[config.mk]
export PLATFORM = sky130hd
export DESIGN_NAME = fsqrt_unit
export DESIGN_NICKNAME = d
export VERILOG_FILES = /design/src/rtl/fsqrt_pkg.sv /design/src/rtl/fsqrt_prep.sv /design/src/rtl/fsqrt_step.sv /design/src/rtl/fsqrt_round.sv /design/src/rtl/fsqrt_unit.sv
export SDC_FILE = /design/constraint.sdc
export NUM_CORES = 1
export LEC_CHECK = 0
export BUFFER_PORTS_ARGS = -buffer_cell sky130_fd_sc_hd__clkbuf_2
export CAP_MARGIN = 0
export CORE_MARGIN = 8
export CORE_UTILIZATION = 35
export CTS_BUF_LIST = sky130_fd_sc_hd__clkbuf_16
export DETAILED_ROUTE_END_ITERATION = 12
export GPL_TIMING_DRIVEN = 0
export RECOVER_POWER = 25
export SLEW_MARGIN = 5
export SYNTH_ARGS = -nofsm -noshare
export SYNTH_HDL_FRONTEND = slang
export SYNTH_SLANG_ARGS = --single-unit
[constraint.sdc]
create_clock -name clk -period 6.9 [get_ports clk]
set_input_delay 0.345 -clock clk [delete_from_list [all_inputs] [get_ports clk]]
set_output_delay 0.345 -clock clk [all_outputs]
set_load 0.01 [all_outputs]
[src/rtl/fsqrt_pkg.sv]
package fsqrt_pkg;

    typedef enum logic [2:0] {
        CL_ZERO,
        CL_SUB,
        CL_NORM,
        CL_INF,
        CL_QNAN,
        CL_SNAN
    } op_class_e;

    typedef enum logic [2:0] {
        RM_NEAR_EVEN,
        RM_NEAR_AWAY,
        RM_UP,
        RM_DOWN,
        RM_ZERO
    } rmode_e;

    typedef enum logic [1:0] {
        ST_IDLE,
        ST_ITER,
        ST_ROUND
    } seq_state_e;

    // lowest set bit selects the direction; nothing set means toward zero
    function automatic rmode_e pick_mode(input logic [4:0] sel);
        if (sel[0])      return RM_NEAR_EVEN;
        else if (sel[1]) return RM_NEAR_AWAY;
        else if (sel[2]) return RM_UP;
        else if (sel[3]) return RM_DOWN;
        else             return RM_ZERO;
    endfunction

endpackage

[src/rtl/fsqrt_prep.sv]
module fsqrt_prep
    import fsqrt_pkg::*;
#(
    parameter int EXP_W  = 8,
    parameter int FRAC_W = 23
) (
    input  logic [EXP_W+FRAC_W:0]  operand,
    output op_class_e              cls,
    output logic                   sgn,
    output logic [FRAC_W+1:0]      radicand,
    output logic signed [EXP_W+1:0] half_exp
);
    localparam int SW   = FRAC_W + 1;
    localparam int EW2  = EXP_W + 2;
    localparam int BIAS = (1 << (EXP_W - 1)) - 1;
    localparam int LZW  = $clog2(FRAC_W + 1);

    logic [EXP_W-1:0]     exp_f;
    logic [FRAC_W-1:0]    frac;
    logic [LZW-1:0]       shift;
    logic [SW-1:0]        sig;
    logic signed [EW2-1:0] unb;

    assign sgn   = operand[EXP_W+FRAC_W];
    assign exp_f = operand[EXP_W+FRAC_W-1:FRAC_W];
    assign frac  = operand[FRAC_W-1:0];

    // distance that brings the highest set fraction bit up to the hidden position
    always_comb begin
        shift = '0;
        for (int i = 0; i < FRAC_W; i++) begin
            if (frac[i]) shift = LZW'(FRAC_W - i);
        end
    end

    always_comb begin
        if (exp_f == '1)      cls = (frac == '0) ? CL_INF : (frac[FRAC_W-1] ? CL_QNAN : CL_SNAN);
        else if (exp_f == '0) cls = (frac == '0) ? CL_ZERO : CL_SUB;
        else                  cls = CL_NORM;
    end

    always_comb begin
        if (exp_f == '0) begin
            sig = SW'({1'b0, frac} << shift);
            unb = $signed(EW2'(1 - BIAS)) - $signed(EW2'(shift));
        end else begin
            sig = {1'b1, frac};
            unb = $signed({2'b00, exp_f}) - $signed(EW2'(BIAS));
        end
    end

    // odd exponent: double the significand so the halving is exact
    assign radicand = unb[0] ? {sig, 1'b0} : {1'b0, sig};
    assign half_exp = unb >>> 1;

endmodule

[src/rtl/fsqrt_step.sv]
module fsqrt_step #(
    parameter int QW = 25,
    parameter int RW = QW + 1
) (
    input  logic [RW-1:0] rem_i,
    input  logic [QW-1:0] root_i,
    input  logic [1:0]    pair_i,
    output logic [RW-1:0] rem_o,
    output logic [QW-1:0] root_o
);
    logic [RW+1:0] widened;
    logic [RW+1:0] trial;
    logic [RW+1:0] diff;
    logic [RW+1:0] chosen;
    logic          fits;
    logic          unused_top;

    assign widened = {rem_i, pair_i};
    assign trial   = (RW+2)'({root_i, 2'b01});
    assign fits    = widened >= trial;
    assign diff    = widened - trial;
    assign chosen  = fits ? diff : widened;
    assign rem_o   = chosen[RW-1:0];
    assign root_o  = {root_i[QW-2:0], fits};
    assign unused_top = ^chosen[RW+1:RW] ^ root_i[QW-1];

endmodule

[src/rtl/fsqrt_round.sv]
module fsqrt_round
    import fsqrt_pkg::*;
#(
    parameter int EXP_W  = 8,
    parameter int FRAC_W = 23
) (
    input  op_class_e               cls,
    input  logic                    sgn,
    input  logic signed [EXP_W+1:0] half_exp,
    input  logic [FRAC_W+1:0]       root,
    input  logic                    rem_nz,
    input  rmode_e                  rm,
    output logic [EXP_W+FRAC_W:0]   res,
    output logic                    nv,
    output logic                    nx
);
    localparam int EW2  = EXP_W + 2;
    localparam int BIAS = (1 << (EXP_W - 1)) - 1;
    localparam logic [EXP_W+FRAC_W:0] QNAN = {1'b0, {EXP_W{1'b1}}, 1'b1, {(FRAC_W-1){1'b0}}};
    localparam logic [EXP_W+FRAC_W:0] PINF = {1'b0, {EXP_W{1'b1}}, {FRAC_W{1'b0}}};

    logic [FRAC_W:0]   mant;
    logic              guard;
    logic              bump;
    logic [FRAC_W+1:0] sum;
    logic [EW2-1:0]    ebias;
    logic              unused_ehi;

    assign mant  = root[FRAC_W+1:1];
    assign guard = root[0];

    always_comb begin
        case (rm)
            RM_NEAR_EVEN: bump = guard & (rem_nz | mant[0]);
            RM_NEAR_AWAY: bump = guard;
            RM_UP:        bump = guard | rem_nz;
            default:      bump = 1'b0;
        endcase
    end

    assign sum   = {1'b0, mant} + (FRAC_W+2)'(bump);
    assign ebias = EW2'(half_exp) + EW2'(BIAS) + EW2'(sum[FRAC_W+1]);
    assign unused_ehi = ^ebias[EW2-1:EXP_W];

    always_comb begin
        res = QNAN;
        nv  = 1'b0;
        nx  = 1'b0;
        case (cls)
            CL_QNAN: res = QNAN;
            CL_SNAN: nv  = 1'b1;
            CL_ZERO: res = {sgn, {(EXP_W+FRAC_W){1'b0}}};
            CL_INF: begin
                if (sgn) nv  = 1'b1;
                else     res = PINF;
            end
            default: begin
                if (sgn) begin
                    nv = 1'b1;
                end else begin
                    res = {1'b0, ebias[EXP_W-1:0], sum[FRAC_W-1:0]};
                    nx  = guard | rem_nz;
                end
            end
        endcase
    end

endmodule

[src/rtl/fsqrt_unit.sv]
module fsqrt_unit
    import fsqrt_pkg::*;
#(
    parameter int EXP_W  = 8,
    parameter int FRAC_W = 23
) (
    input  logic                    clk,
    input  logic                    rst_n,
    input  logic                    start,
    input  logic [EXP_W+FRAC_W:0]   operand,
    input  logic [4:0]              rnd_mode,
    output logic                    busy,
    output logic                    done,
    output logic [EXP_W+FRAC_W:0]   result,
    output logic                    flag_invalid,
    output logic                    flag_divzero,
    output logic                    flag_overflow,
    output logic                    flag_underflow,
    output logic                    flag_inexact
);
    localparam int W    = EXP_W + FRAC_W + 1;
    localparam int EW2  = EXP_W + 2;
    localparam int QW   = FRAC_W + 2;
    localparam int RW   = QW + 1;
    localparam int XW   = 2 * QW;
    localparam int CW   = $clog2(QW + 1);
    localparam int BIAS = (1 << (EXP_W - 1)) - 1;
    localparam logic [W-1:0] QNAN = {1'b0, {EXP_W{1'b1}}, 1'b1, {(FRAC_W-1){1'b0}}};

    typedef struct packed {
        seq_state_e     st;
        logic [CW-1:0]  cnt;
        logic [XW-1:0]  rad;
        logic [RW-1:0]  rem;
        logic [QW-1:0]  root;
        op_class_e      cls;
        logic           sgn;
        logic [EW2-1:0] hexp;
        rmode_e         rm;
        logic           done;
        logic [W-1:0]   res;
        logic           nv;
        logic           nx;
    } regs_t;

    regs_t q, d;

    op_class_e             prep_cls;
    logic                  prep_sgn;
    logic [QW-1:0]         prep_rad;
    logic signed [EW2-1:0] prep_hexp;
    logic [RW-1:0]         step_rem;
    logic [QW-1:0]         step_root;
    logic [W-1:0]          rnd_res;
    logic                  rnd_nv;
    logic                  rnd_nx;

    fsqrt_prep #(.EXP_W(EXP_W), .FRAC_W(FRAC_W)) u_prep (
        .operand  (operand),
        .cls      (prep_cls),
        .sgn      (prep_sgn),
        .radicand (prep_rad),
        .half_exp (prep_hexp)
    );

    fsqrt_step #(.QW(QW), .RW(RW)) u_step (
        .rem_i  (q.rem),
        .root_i (q.root),
        .pair_i (q.rad[XW-1:XW-2]),
        .rem_o  (step_rem),
        .root_o (step_root)
    );

    fsqrt_round #(.EXP_W(EXP_W), .FRAC_W(FRAC_W)) u_round (
        .cls      (q.cls),
        .sgn      (q.sgn),
        .half_exp ($signed(q.hexp)),
        .root     (q.root),
        .rem_nz   (|q.rem),
        .rm       (q.rm),
        .res      (rnd_res),
        .nv       (rnd_nv),
        .nx       (rnd_nx)
    );

    always_comb begin
        d      = q;
        d.done = 1'b0;
        case (q.st)
            ST_IDLE: begin
                if (start) begin
                    d.st   = ST_ITER;
                    d.cnt  = CW'(QW);
                    d.rad  = {prep_rad, {QW{1'b0}}};
                    d.rem  = '0;
                    d.root = '0;
                    d.cls  = prep_cls;
                    d.sgn  = prep_sgn;
                    d.hexp = prep_hexp;
                    d.rm   = pick_mode(rnd_mode);
                end
            end
            ST_ITER: begin
                d.rem  = step_rem;
                d.root = step_root;
                d.rad  = {q.rad[XW-3:0], 2'b00};
                d.cnt  = q.cnt - CW'(1);
                if (q.cnt == CW'(1)) d.st = ST_ROUND;
            end
            ST_ROUND: begin
                d.st   = ST_IDLE;
                d.done = 1'b1;
                d.res  = rnd_res;
                d.nv   = rnd_nv;
                d.nx   = rnd_nx;
            end
            default: d.st = ST_IDLE;
        endcase
    end

    always_ff @(posedge clk or negedge rst_n) begin
        if (!rst_n) q <= '0;
        else        q <= d;
    end

    assign busy           = (q.st != ST_IDLE);
    assign done           = q.done;
    assign result         = q.res;
    assign flag_invalid   = q.nv;
    assign flag_inexact   = q.nx;
    assign flag_divzero   = 1'b0;
    assign flag_overflow  = 1'b0;
    assign flag_underflow = 1'b0;

    logic signed [EW2-1:0] res_unb;
    assign res_unb = $signed({2'b00, rnd_res[W-2:FRAC_W]}) - $signed(EW2'(BIAS));

    AST_DONE_PULSE: assert property (@(posedge clk) disable iff (!rst_n)
        done |=> !done);
    AST_RESULT_ONLY_ON_DONE: assert property (@(posedge clk) disable iff (!rst_n)
        !$stable(result) |-> done);
    AST_NO_SUBNORMAL_OUT: assert property (@(posedge clk) disable iff (!rst_n)
        (done && result[W-2:FRAC_W] == '0) |-> (result[FRAC_W-1:0] == '0));
    AST_INVALID_QNAN: assert property (@(posedge clk) disable iff (!rst_n)
        (done && flag_invalid) |-> (result == QNAN && !flag_inexact));
    AST_EXP_WINDOW: assert property (@(posedge clk) disable iff (!rst_n)
        (q.st == ST_ROUND && q.cls == CL_NORM && !q.sgn)
        |-> (res_unb == $signed(q.hexp) || res_unb == $signed(q.hexp) + 1));
    AST_EXP_TRUNC: assert property (@(posedge clk) disable iff (!rst_n)
        (q.st == ST_ROUND && q.cls == CL_NORM && !q.sgn && q.rm == RM_ZERO)
        |-> (res_unb == $signed(q.hexp)));
    AST_BUSY_IGNORES_START: assert property (@(posedge clk) disable iff (!rst_n)
        (q.st != ST_IDLE) |=> ($stable(q.hexp) && $stable(q.cls) && $stable(q.sgn)));

endmodule

==> impl_results.md, run 1 <==
- Die area: 34700 um^2
- Hold buffer count at CTS: 1
- Synth Area per Inst: 8.01 um^2
- Final nets: 1430
- Int Power: 2.73 mW
- Worst Skew: 0.00883 ns
- Synth area leader: dfrtp_1
- Outcome: complete, but fails checks
- GRT Util Overall: 18.5%
- Sw frac: 46.4%
- Peak Freq: 218 MHz
- Failing checks: capacitance limit, slew limit
- Setup crit start kind: input port
- Share of layout cells above drive strength 1: 13.5%
- HPWL Detailed: 24600 um
- Synth area leaders: dfrtp_1, o21ai_0, nand2_1
- Register area share after synthesis: 32.8%
- Port buffer count: 63
- Crit Path Max Fanout: 72
- Top-area cell type share of the netlist area: 32.8%
- CTS buffer count: 17
- Ys async rst share: 100%
- Power density over cell area: 441 nW/um^2
- CTS tree: yes
- Final Setup Violations: 0
- Setup Crit Path Kind: in2async
- CORE AREA: 28600 um^2
- Post-Synthesis Cells: 1268
- Clk pwr share: 17.4%
- Slew Viols, Final: 136
- CP endpoint kind: asynchronous set/reset pin
- DRT antenna net count: 0
- Worst endpoint required time: 7.08 ns
- Clk sinks: 133
- Layout area overhead: 13.6%
- 1st-iter DRT viols: 934
- Number of placed I/O pins: 79
- RSZ-0062 raised after global routing: no
- Final wirelength: 32600 um
- Initial antenna violation count: 0
- EDFF count, synth: 0
- Via/cell ratio: 5.66
- Fin crit period: 4.60 ns
- Worst skew pair latency: 0.43 ns
- Routability cong.: 0.963
- Max Cap Viol: 2
- Worst-Margin Slew: 3.18 ns
- # rows: 62
- Setup TNS: 0 ns
- Mapped Area: 10200 um^2
- Pleak: 4.89 nW
- Vias: 9908
- Critical path arrival: 4.78 ns
- H-tree depth: 4
- Drt drc: 0
- Combinational Power Share: 56.2%
- First-pass GRT wire length: 53300 um
- Final worst-path cycle share: 66.6%
- Dpl ws: 2.79 ns
- Sw power: 2.36 mW
- Relative slew margins: -112%
- FF+latch count, synth: 133
- Antenna Cells: 0
- PostCTS Resize Cnt: 0
- Initial Util: 35.5%
- Clock tree buffer depth: 2
- Synth Flop Type: dfrtp_1
- Setup Buffers After CTS: 0
- Die Y: 186 um
- Clock slew at reported path FFs: 0.06 ns
- Cell variety after synth: 83
- First drt pass iteration count: 6
- Final WS setup: 2.30 ns
- Final Hold Vio Count: 0
- VDD IR max: 291 uV
- Maximum number of pins on one net before global-route repair: 73
- Synthesis Warnings: 0
- Hold crit path type: in2reg
- GR Overflow Total: 0
- Wire per inst: 18.6 um
- Root buffer cell: clkbuf_16
- Vias in the first global route: 9787
- Die X-Extent: 186 um
- Sequential Power Share: 26.4%
## cell usage after synthesis, types with 11 or more instances
| library cell | instances |
|---|---|
| inv_1 | 53 |
| buf_2 | 19 |
| nor3_1 | 21 |
| xor2_1 | 14 |
| buf_4 | 39 |
| nand2_1 | 142 |
| o21ai_0 | 154 |
| nor4_1 | 21 |
| o211ai_1 | 19 |
| ha_1 | 36 |
| a211oi_1 | 18 |
| nor2_1 | 93 |
| nand2b_1 | 15 |
| nand3_1 | 68 |
| a31oi_1 | 16 |
| mux2i_1 | 32 |
| xnor2_1 | 44 |
| a21oi_1 | 64 |
| nand4_1 | 13 |
| clkbuf_1 | 56 |
| a21o_1 | 12 |
| dfrtp_1 | 133 |
| nor2b_1 | 11 |
## metrics by stage
stage          hold WS [ns]  area [um^2]  std cells  utilization, %  total power, mW
2_1_floorplan        0.0494        10200       1270               -             3.42
3_3_place_gp          0.465        11000       1717            38.3             4.14
3_5_place_dp          0.361        11000       1718            38.4             4.18
4_1_cts               0.133        11600       1751            40.4             5.09
5_1_grt               0.145        11500       1751            40.3             5.54
6_report              0.140        11500       1751            40.3             5.09
## power groups by stage
stage          combinational (mW)  sequential, mW  clock [mW]
3_5_place_dp                 2.83            1.35           0
5_1_grt                      3.22            1.38       0.937
6_report                     2.86            1.34       0.888
2_1_floorplan                2.15            1.27           0
4_1_cts                      2.85            1.34       0.901
3_3_place_gp                 2.80            1.35           0
## final cells by class
type / count / area, um^2
Clock inverter: 15 / 143
Tap cell: 384 / 480
Buffer: 124 / 689
Fill cell: 3001 / 17100
Timing Repair Buffer: 65 / 325
Inverter: 55 / 209
Sequential cell: 133 / 3330
Multi-Input combinational cell: 958 / 5930
Clock buffer: 17 / 425
## metal layers
layer | global-route usage (%) | routed length [um]
met2 | 29.3 | 14700
met1 | 25.1 | 14900
met3 | 4.10 | 2420
met5 | 0 | 0
met4 | 5.26 | 539
## path summary, 6_finish.rpt
| kind | from | to | slack [ns] | cells past startpoint |
|---|---|---|---|---|
| hold reg to reg | flag_inexact$_DFFE_PN0P_ | flag_inexact$_DFFE_PN0P_ | 0.48 | 2 |
| setup reg to reg | q[92]$_DFFE_PN0P_ | result[30]$_DFFE_PN0P_ | 2.83 | 18 |
| max in group clk | q[92]$_DFFE_PN0P_ | result[30]$_DFFE_PN0P_ | 2.83 | 18 |
| setup / recovery | rst_n | q[138]$_DFFE_PN0P_ | 2.30 | 3 |
| hold / removal | operand[31] | q[48]$_DFFE_PN0P_ | 0.14 | 3 |
| min in group asynchronous | rst_n | result[10]$_DFFE_PN0P_ | 1.51 | 2 |
## sequential cells by signal, summed over array words and instances, names as in the netlist
| register | cells |
|---|---|
| flag_inexact | 1 |
| flag_invalid | 1 |
| done | 1 |
| q | 98 |
| result | 32 |
## cell usage in the layout, fill, tap and decap left out, types with 15 or more instances in the layout
cell type and instances:
nor2_1 93, a211oi_1 18, buf_4 39, nand3_1 68, nand2_1 142, o21ai_0 154
a31oi_1 16, ha_1 36, nand2b_1 15, dfrtp_1 133, mux2i_1 32, inv_1 53
clkbuf_1 60, clkbuf_2 61, clkbuf_16 17, buf_2 19, nor3_1 21, a21oi_1 64
o211ai_1 19, xnor2_1 44, nor4_1 21
## worst max-delay path, stage by stage
cell and delay [ns]:
dlygate4sd3_1 0.52, clkbuf_1 2.23, clkbuf_2 1.62
## cell families after synthesis
kind of cell | after synthesis | share of synthesized area, %
other | 1 | 0.0369
and+or+nand+nor | 418 | 19.2
AOI/OAI and AO/OA | 403 | 25.5
muxes | 40 | 4.13
DFF | 133 | 32.8
adders and majority gates | 36 | 4.44
xor gates and xnor gates | 58 | 5.00
buffers and inverters | 179 | 8.85
No activity file was read; power rests on OpenSTA's default activity.
==> run 2: changes to the inputs <==
Clock period 6.9 ns to 4.55 ns, I/O delays scaled along.
==> run 2 against run 1 <==
The flow still finishes with violations (capacitance limit, slew limit). Non-clock buffer count is the same. Total power rose by 52%. Clock-buffer cell count is the same. Via count decreased by 0.66%. Clock skew is essentially flat. Flip-flop and latch count is the same. Global-route usage unchanged. Setup slack got worse by 1.8 ns. Sequential share of layout area fell by 0.056 points. Hold slack got worse by 0.11 ns. Die area unchanged. Clock power increased by 51%. Critical path type is now reg2reg.
==> impl_results.md, run 2 (synthesized netlist as in run 1, its figures left out) <==
- HPWL Detailed: 24600 um
- Metal-1 WL: 15000 um
- Clk pwr share: 17.4%
- Sw frac: 46.3%
- Final Hold Vio Count: 0
- Wire per inst: 18.5 um
- Maximum number of pins on one net before global-route repair: 73
- First-pass GRT wire length: 53300 um
- CORE AREA: 28600 um^2
- CP Cell Sequence: or4_1, nor4_1, nand4_1, nor4_1, a2111oi_0, ha_1, ha_1, and3_1, nand3_1, nor4_1, nand3_1, ha_1, nand3_1, or3_1, nor3_1, xnor2_1, o21ai_0, a21oi_1
- Crit Path Max Fanout: 4
- Number of placed I/O pins: 79
- Clock tree buffer depth: 2
- Worst endpoint required time: 4.82 ns
- Cells on Worst Hold Path: 3
- Critical path arrival: 4.35 ns
- GR Overflow Total: 0
- R2r setup slk: 0.48 ns
- FF-to-FF End: result[30]$_DFFE_PN0P_
- Routability cong.: 0.963
- Power density over cell area: 668 nW/um^2
- Vias: 9843
- CTS buffer count: 17
- Worst skew pair latency: 0.42 ns
- Sw power: 3.58 mW
- Routed wl met2: 14600 um
- Post-route insts no fill: 1751
- Final wirelength: 32400 um
- WHS Endpoint: q[48]$_DFFE_PN0P_
- Max Cap Viol: 1
- Peak Freq: 245 MHz
- Final worst-path cycle share: 89.5%
- Pleak: 4.90 nW
- Setup Crit Path Kind: reg2reg
- CP peak stage delay: 0.51 ns
- Combinational Power Share: 56.2%
- Setup crit start kind: flip-flop
- Buf/Inv on CP: 0
- Commonest non-fill, non-tap cell in the layout: o21ai_0
- Final WS setup: 0.476 ns
- VDD IR max: 441 uV
- Die X-Extent: 186 um
- Worst Reg-to-Reg Cells: 18
- # rows: 62
- Setup Buffers After CTS: 0
- Metal3 WL: 2230 um
- Max reg flops: 98
- Highest-count cells in the layout ignoring fill and taps: o21ai_0, nand2_1, dfrtp_1
- Die area: 34700 um^2
- Outcome: complete, but fails checks
- Drt drc: 0
- Vias in the first global route: 9787
- Sequential Power Share: 26.4%
- Failing checks: capacitance limit, slew limit
- RSZ-0062 raised after global routing: no
- Final nets: 1430
- Initial Util: 35.5%
- Clk sinks: 133
- Worst-Margin Slew: 3.31 ns
- DR top layer: met4
- GRT Util Overall: 18.5%
- Die Y: 186 um
- Inst Count DP: 1718
- Critical path's top delay family: simple AND/OR/NAND/NOR gates
- CTS tree: yes
- Via/cell ratio: 5.62
- Antenna Cells: 0
- Relative slew margins: -121%
- Slew Viols, Final: 62
- Int Power: 4.14 mW
- Worst path slowest cell: or4_1
- DRT antenna net count: 0
- Setup TNS: 0 ns
- # fillers: 2999
- Dpl ws: 0.437 ns
- Initial antenna violation count: 0
- Fin crit period: 4.07 ns
- Reg2reg start: q[91]$_DFFE_PN0P_
- Clock slew at reported path FFs: 0.07 ns
- Reg with most FFs: q
- CP endpoint kind: flip-flop
- 1st-iter DRT viols: 1007
- H-tree depth: 4
- Layout area overhead: 13.8%
- Worst hold start: operand[31]
- Root buffer cell: clkbuf_16
- Final core occ: 40.4%
- Power consumption: 7.72 mW
- First drt pass iteration count: 5
- Hold crit path type: in2reg
- Worst Skew: 0.00921 ns
- Port buffer count: 63
- Share of layout cells above drive strength 1: 13.5%
- Final Setup Violations: 0
run 2: cell count changes in the layout (fill, tap and decap cells not counted):
cell	delta
clkbuf_2	-1
buf_16	+1
run 2: routing by layer:
metal	GRT usage (%)	vias up
li1	-	4729
met1	25.1	4723
met2	29.3	342
met3	4.10	49
met4	5.26	0
met5	0	-
run 2: per-stage QoR:
step / hold WS [ns] / instance area (um^2)
2_1_floorplan: -0.0681 / 10200
3_3_place_gp: 0.443 / 11000
3_5_place_dp: 0.244 / 11000
4_1_cts: 0.0152 / 11600
5_1_grt: 0.0279 / 11600
6_report: 0.0254 / 11600
run 2: worst reg2reg max path, cell delays in order (launching register included):
cell,delay [ns]
dfrtp_1,0.42
or4_1,0.52
nor4_1,0.25
nand4_1,0.25
nor4_1,0.24
a2111oi_0,0.11
ha_1,0.23
ha_1,0.21
and3_1,0.22
nand3_1,0.13
nor4_1,0.10
nand3_1,0.12
ha_1,0.18
nand3_1,0.11
or3_1,0.35
nor3_1,0.19
xnor2_1,0.09
o21ai_0,0.15
a21oi_1,0.08
run 2: layout make-up:
class	instances	area (um^2)	area share, %
Clock inverter	15	143	1.23
Buffer	124	689	5.97
Sequential cell	133	3330	28.8
Inverter	55	209	1.81
Timing Repair Buffer	65	348	3.01
Clock buffer	17	425	3.68
Tap cell	384	480	4.16
Multi-Input combinational cell	958	5930	51.3
run 2: power by group through the flow:
| stage | clock network, mW | logic, mW | registers [mW] |
|---|---|---|---|
| final | 1.34 | 4.34 | 2.04 |
| after global routing | 1.42 | 4.89 | 2.10 |
| after CTS | 1.37 | 4.32 | 2.03 |
| after global placement | 0 | 4.24 | 2.04 |
| after floorplan | 0 | 3.26 | 1.93 |
| after detailed placement | 0 | 4.29 | 2.04 |
run 2: what timing repair did:
item,in CTS,in global routing
hold buffers,1,0
gates resized for setup,0,0
hold endpoints to repair,61,0
run 2: worst max path at each step:
stage,cells past startpoint,slack (ns),startpoint,to
after floorplan,18,0.99,q[92]$_DFFE_PN0P_,result[30]$_DFFE_PN0P_
after global placement,18,0.47,q[92]$_DFFE_PN0P_,result[30]$_DFFE_PN0P_
after detailed placement,18,0.44,q[91]$_DFFE_PN0P_,result[30]$_DFFE_PN0P_
after CTS,18,0.43,q[91]$_DFFE_PN0P_,result[30]$_DFFE_PN0P_
after global routing,18,0.07,q[91]$_DFFE_PN0P_,result[30]$_DFFE_PN0P_
final,18,0.48,q[91]$_DFFE_PN0P_,result[30]$_DFFE_PN0P_
==> run 3: changes to the inputs <==
Settings changed: CTS_BUF_LIST sky130_fd_sc_hd__clkbuf_16 to default.
==> run 3 against run 2 <==
The run still ends with capacitance limit, slew limit left. Clock skew about the same. Clock-buffer cell count up 2. Clock power up 3%. Global-route usage about the same. Sequential share of layout area about the same. Flip-flop and latch count unchanged. Largest cell class unchanged. Total power up 0.54%. Highest routed layer unchanged. Utilization up 0.070 points.
==> impl_results.md, run 3 (synthesized netlist as in run 1, its figures left out) <==
- Root buffer cell: clkbuf_16
- Worst endpoint required time: 4.82 ns
- Dpl ws: 0.437 ns
- Initial Util: 35.5%
- Final Hold Vio Count: 0
- CORE AREA: 28600 um^2
- 1st-iter DRT viols: 914
- # fillers: 2992
- Initial antenna violation count: 0
- CTS tree: yes
- Power density over cell area: 671 nW/um^2
- RSZ-0062 raised after global routing: no
- Setup Buffers After CTS: 0
- Clock slew at reported path FFs: 0.07 ns
- Register area: 3330 um^2
- Final Setup Violations: 0
- Setup Crit Path Kind: reg2reg
- Vias in the first global route: 9776
- Reg2reg start: q[92]$_DFFE_PN0P_
- VDD IR max: 440 uV
- Peak Freq: 245 MHz
- Final nets: 1430
- Fin crit period: 4.08 ns
- Share of layout cells above drive strength 1: 13.6%
- Via/cell ratio: 5.64
- First-pass GRT wire length: 53300 um
- Placed cell areas: 11000 um^2
- DRT antenna net count: 0
- Hold crit path type: in2reg
- CTS buffer count: 17
- Clk sinks: 133
- Setup TNS: 0 ns
- Pleak: 4.91 nW
- Port buffer count: 63
- Setup crit start kind: flip-flop
- Final WS setup: 0.470 ns
- Crit Path Max Fanout: 4
- Relative slew margins: -121%
- Crit path from: q[92]$_DFFE_PN0P_
- Highest-count cells in the layout ignoring fill and taps: o21ai_0, nand2_1, dfrtp_1
- Worst Skew: 0.00955 ns
- Outcome: complete, but fails checks
- Slew Viols, Final: 62
- GRT Util Overall: 18.5%
- Critical path arrival: 4.35 ns
- Worst hold start: operand[31]
- Die X-Extent: 186 um
- Number of placed I/O pins: 79
- Worst skew pair latency: 0.42 ns
- # rows: 62
- Maximum number of pins on one net before global-route repair: 73
- Max reg flops: 98
- GR Overflow Total: 0
- Die Y: 186 um
- Antenna Cells: 0
- Worst-Margin Slew: 3.31 ns
- PostCTS Resize Cnt: 0
- Multi-input logic area: 5930 um^2
- HPWL Detailed: 24600 um
- Vias: 9884
- CP endpoint kind: flip-flop
- H-tree depth: 4
- Commonest non-fill, non-tap cell in the layout: o21ai_0
- Drt drc: 0
- Die area: 34700 um^2
- Wire per inst: 18.6 um
- Routability cong.: 0.963
- Final wirelength: 32500 um
- Final worst-path cycle share: 89.7%
- Reg with most FFs: q
- First drt pass iteration count: 6
- Failing checks: capacitance limit, slew limit
- Layout area overhead: 14.0%
- Clock tree buffer depth: 2
- Max Cap Viol: 1
- Final instance area: 11600 um^2
-- run 3: cell types whose count changed in the layout (fill, tap and decap cells not counted) --
cell	change
clkinv_1	-2
clkbuf_8	+2
-- run 3: per-stage QoR --
stage | hold WS [ns] | utilization, % | std cells | power (mW)
floorplan | -0.0681 | - | 1270 | 5.19
global placement | 0.443 | 38.3 | 1717 | 6.28
detailed placement | 0.244 | 38.4 | 1718 | 6.33
CTS | 0.0147 | 40.5 | 1751 | 7.75
global route | 0.0276 | 40.4 | 1751 | 8.44
finish | 0.0259 | 40.4 | 1751 | 7.76
-- run 3: repair_timing --
action	in CTS	in global routing
endpoints found under the setup margin	0	0
hold buffers	1	0
hold endpoints to repair	61	0
-- run 3: path summary, 6_finish.rpt --
kind | endpoint | slack (ns) | cells after the start
worst max-delay path | result[30]$_DFFE_PN0P_ | 0.47 | 18
worst min-delay path | q[48]$_DFFE_PN0P_ | 0.03 | 3
worst max register to register | result[30]$_DFFE_PN0P_ | 0.47 | 18
worst min register to register | flag_inexact$_DFFE_PN0P_ | 0.48 | 2
max in group asynchronous | q[48]$_DFFE_PN0P_ | 1.23 | 2
min in group asynchronous | result[10]$_DFFE_PN0P_ | 1.45 | 2
-- run 3: where the power goes --
part	switching, mW	internal (mW)	total (mW)
combinational	2.61	1.73	4.34
sequential	0.385	1.65	2.04
clock	0.584	0.799	1.38
-- run 3: critical path, stage by stage, from the launching register on --
cell and delay [ns]:
dfrtp_1 0.40, or4_1 0.53, nor4_1 0.25, nand4_1 0.25
nor4_1 0.24, a2111oi_0 0.11, ha_1 0.23, ha_1 0.21
and3_1 0.22, nand3_1 0.13, nor4_1 0.10, nand3_1 0.12
ha_1 0.18, nand3_1 0.11, or3_1 0.35, nor3_1 0.19
xnor2_1 0.09, o21ai_0 0.15, a21oi_1 0.08
-- run 3: cell type report --
cell class              instances  share of cell area (%)
repair buffers                 65                    3.00
clock buffers                  19                    3.91
plain buffers                 124                    5.96
clock inverters                13                    1.17
well taps                     384                    4.15
flip-flops and latches        133                    28.8
multi-input cells             958                    51.3
inverters                      55                    1.81
-- run 3: metal layers --
metal | GRT usage (%) | wire (um)
met5 | 0 | 0
met1 | 25.0 | 15000
met3 | 4.10 | 2220
met2 | 29.3 | 14700
met4 | 5.26 | 531
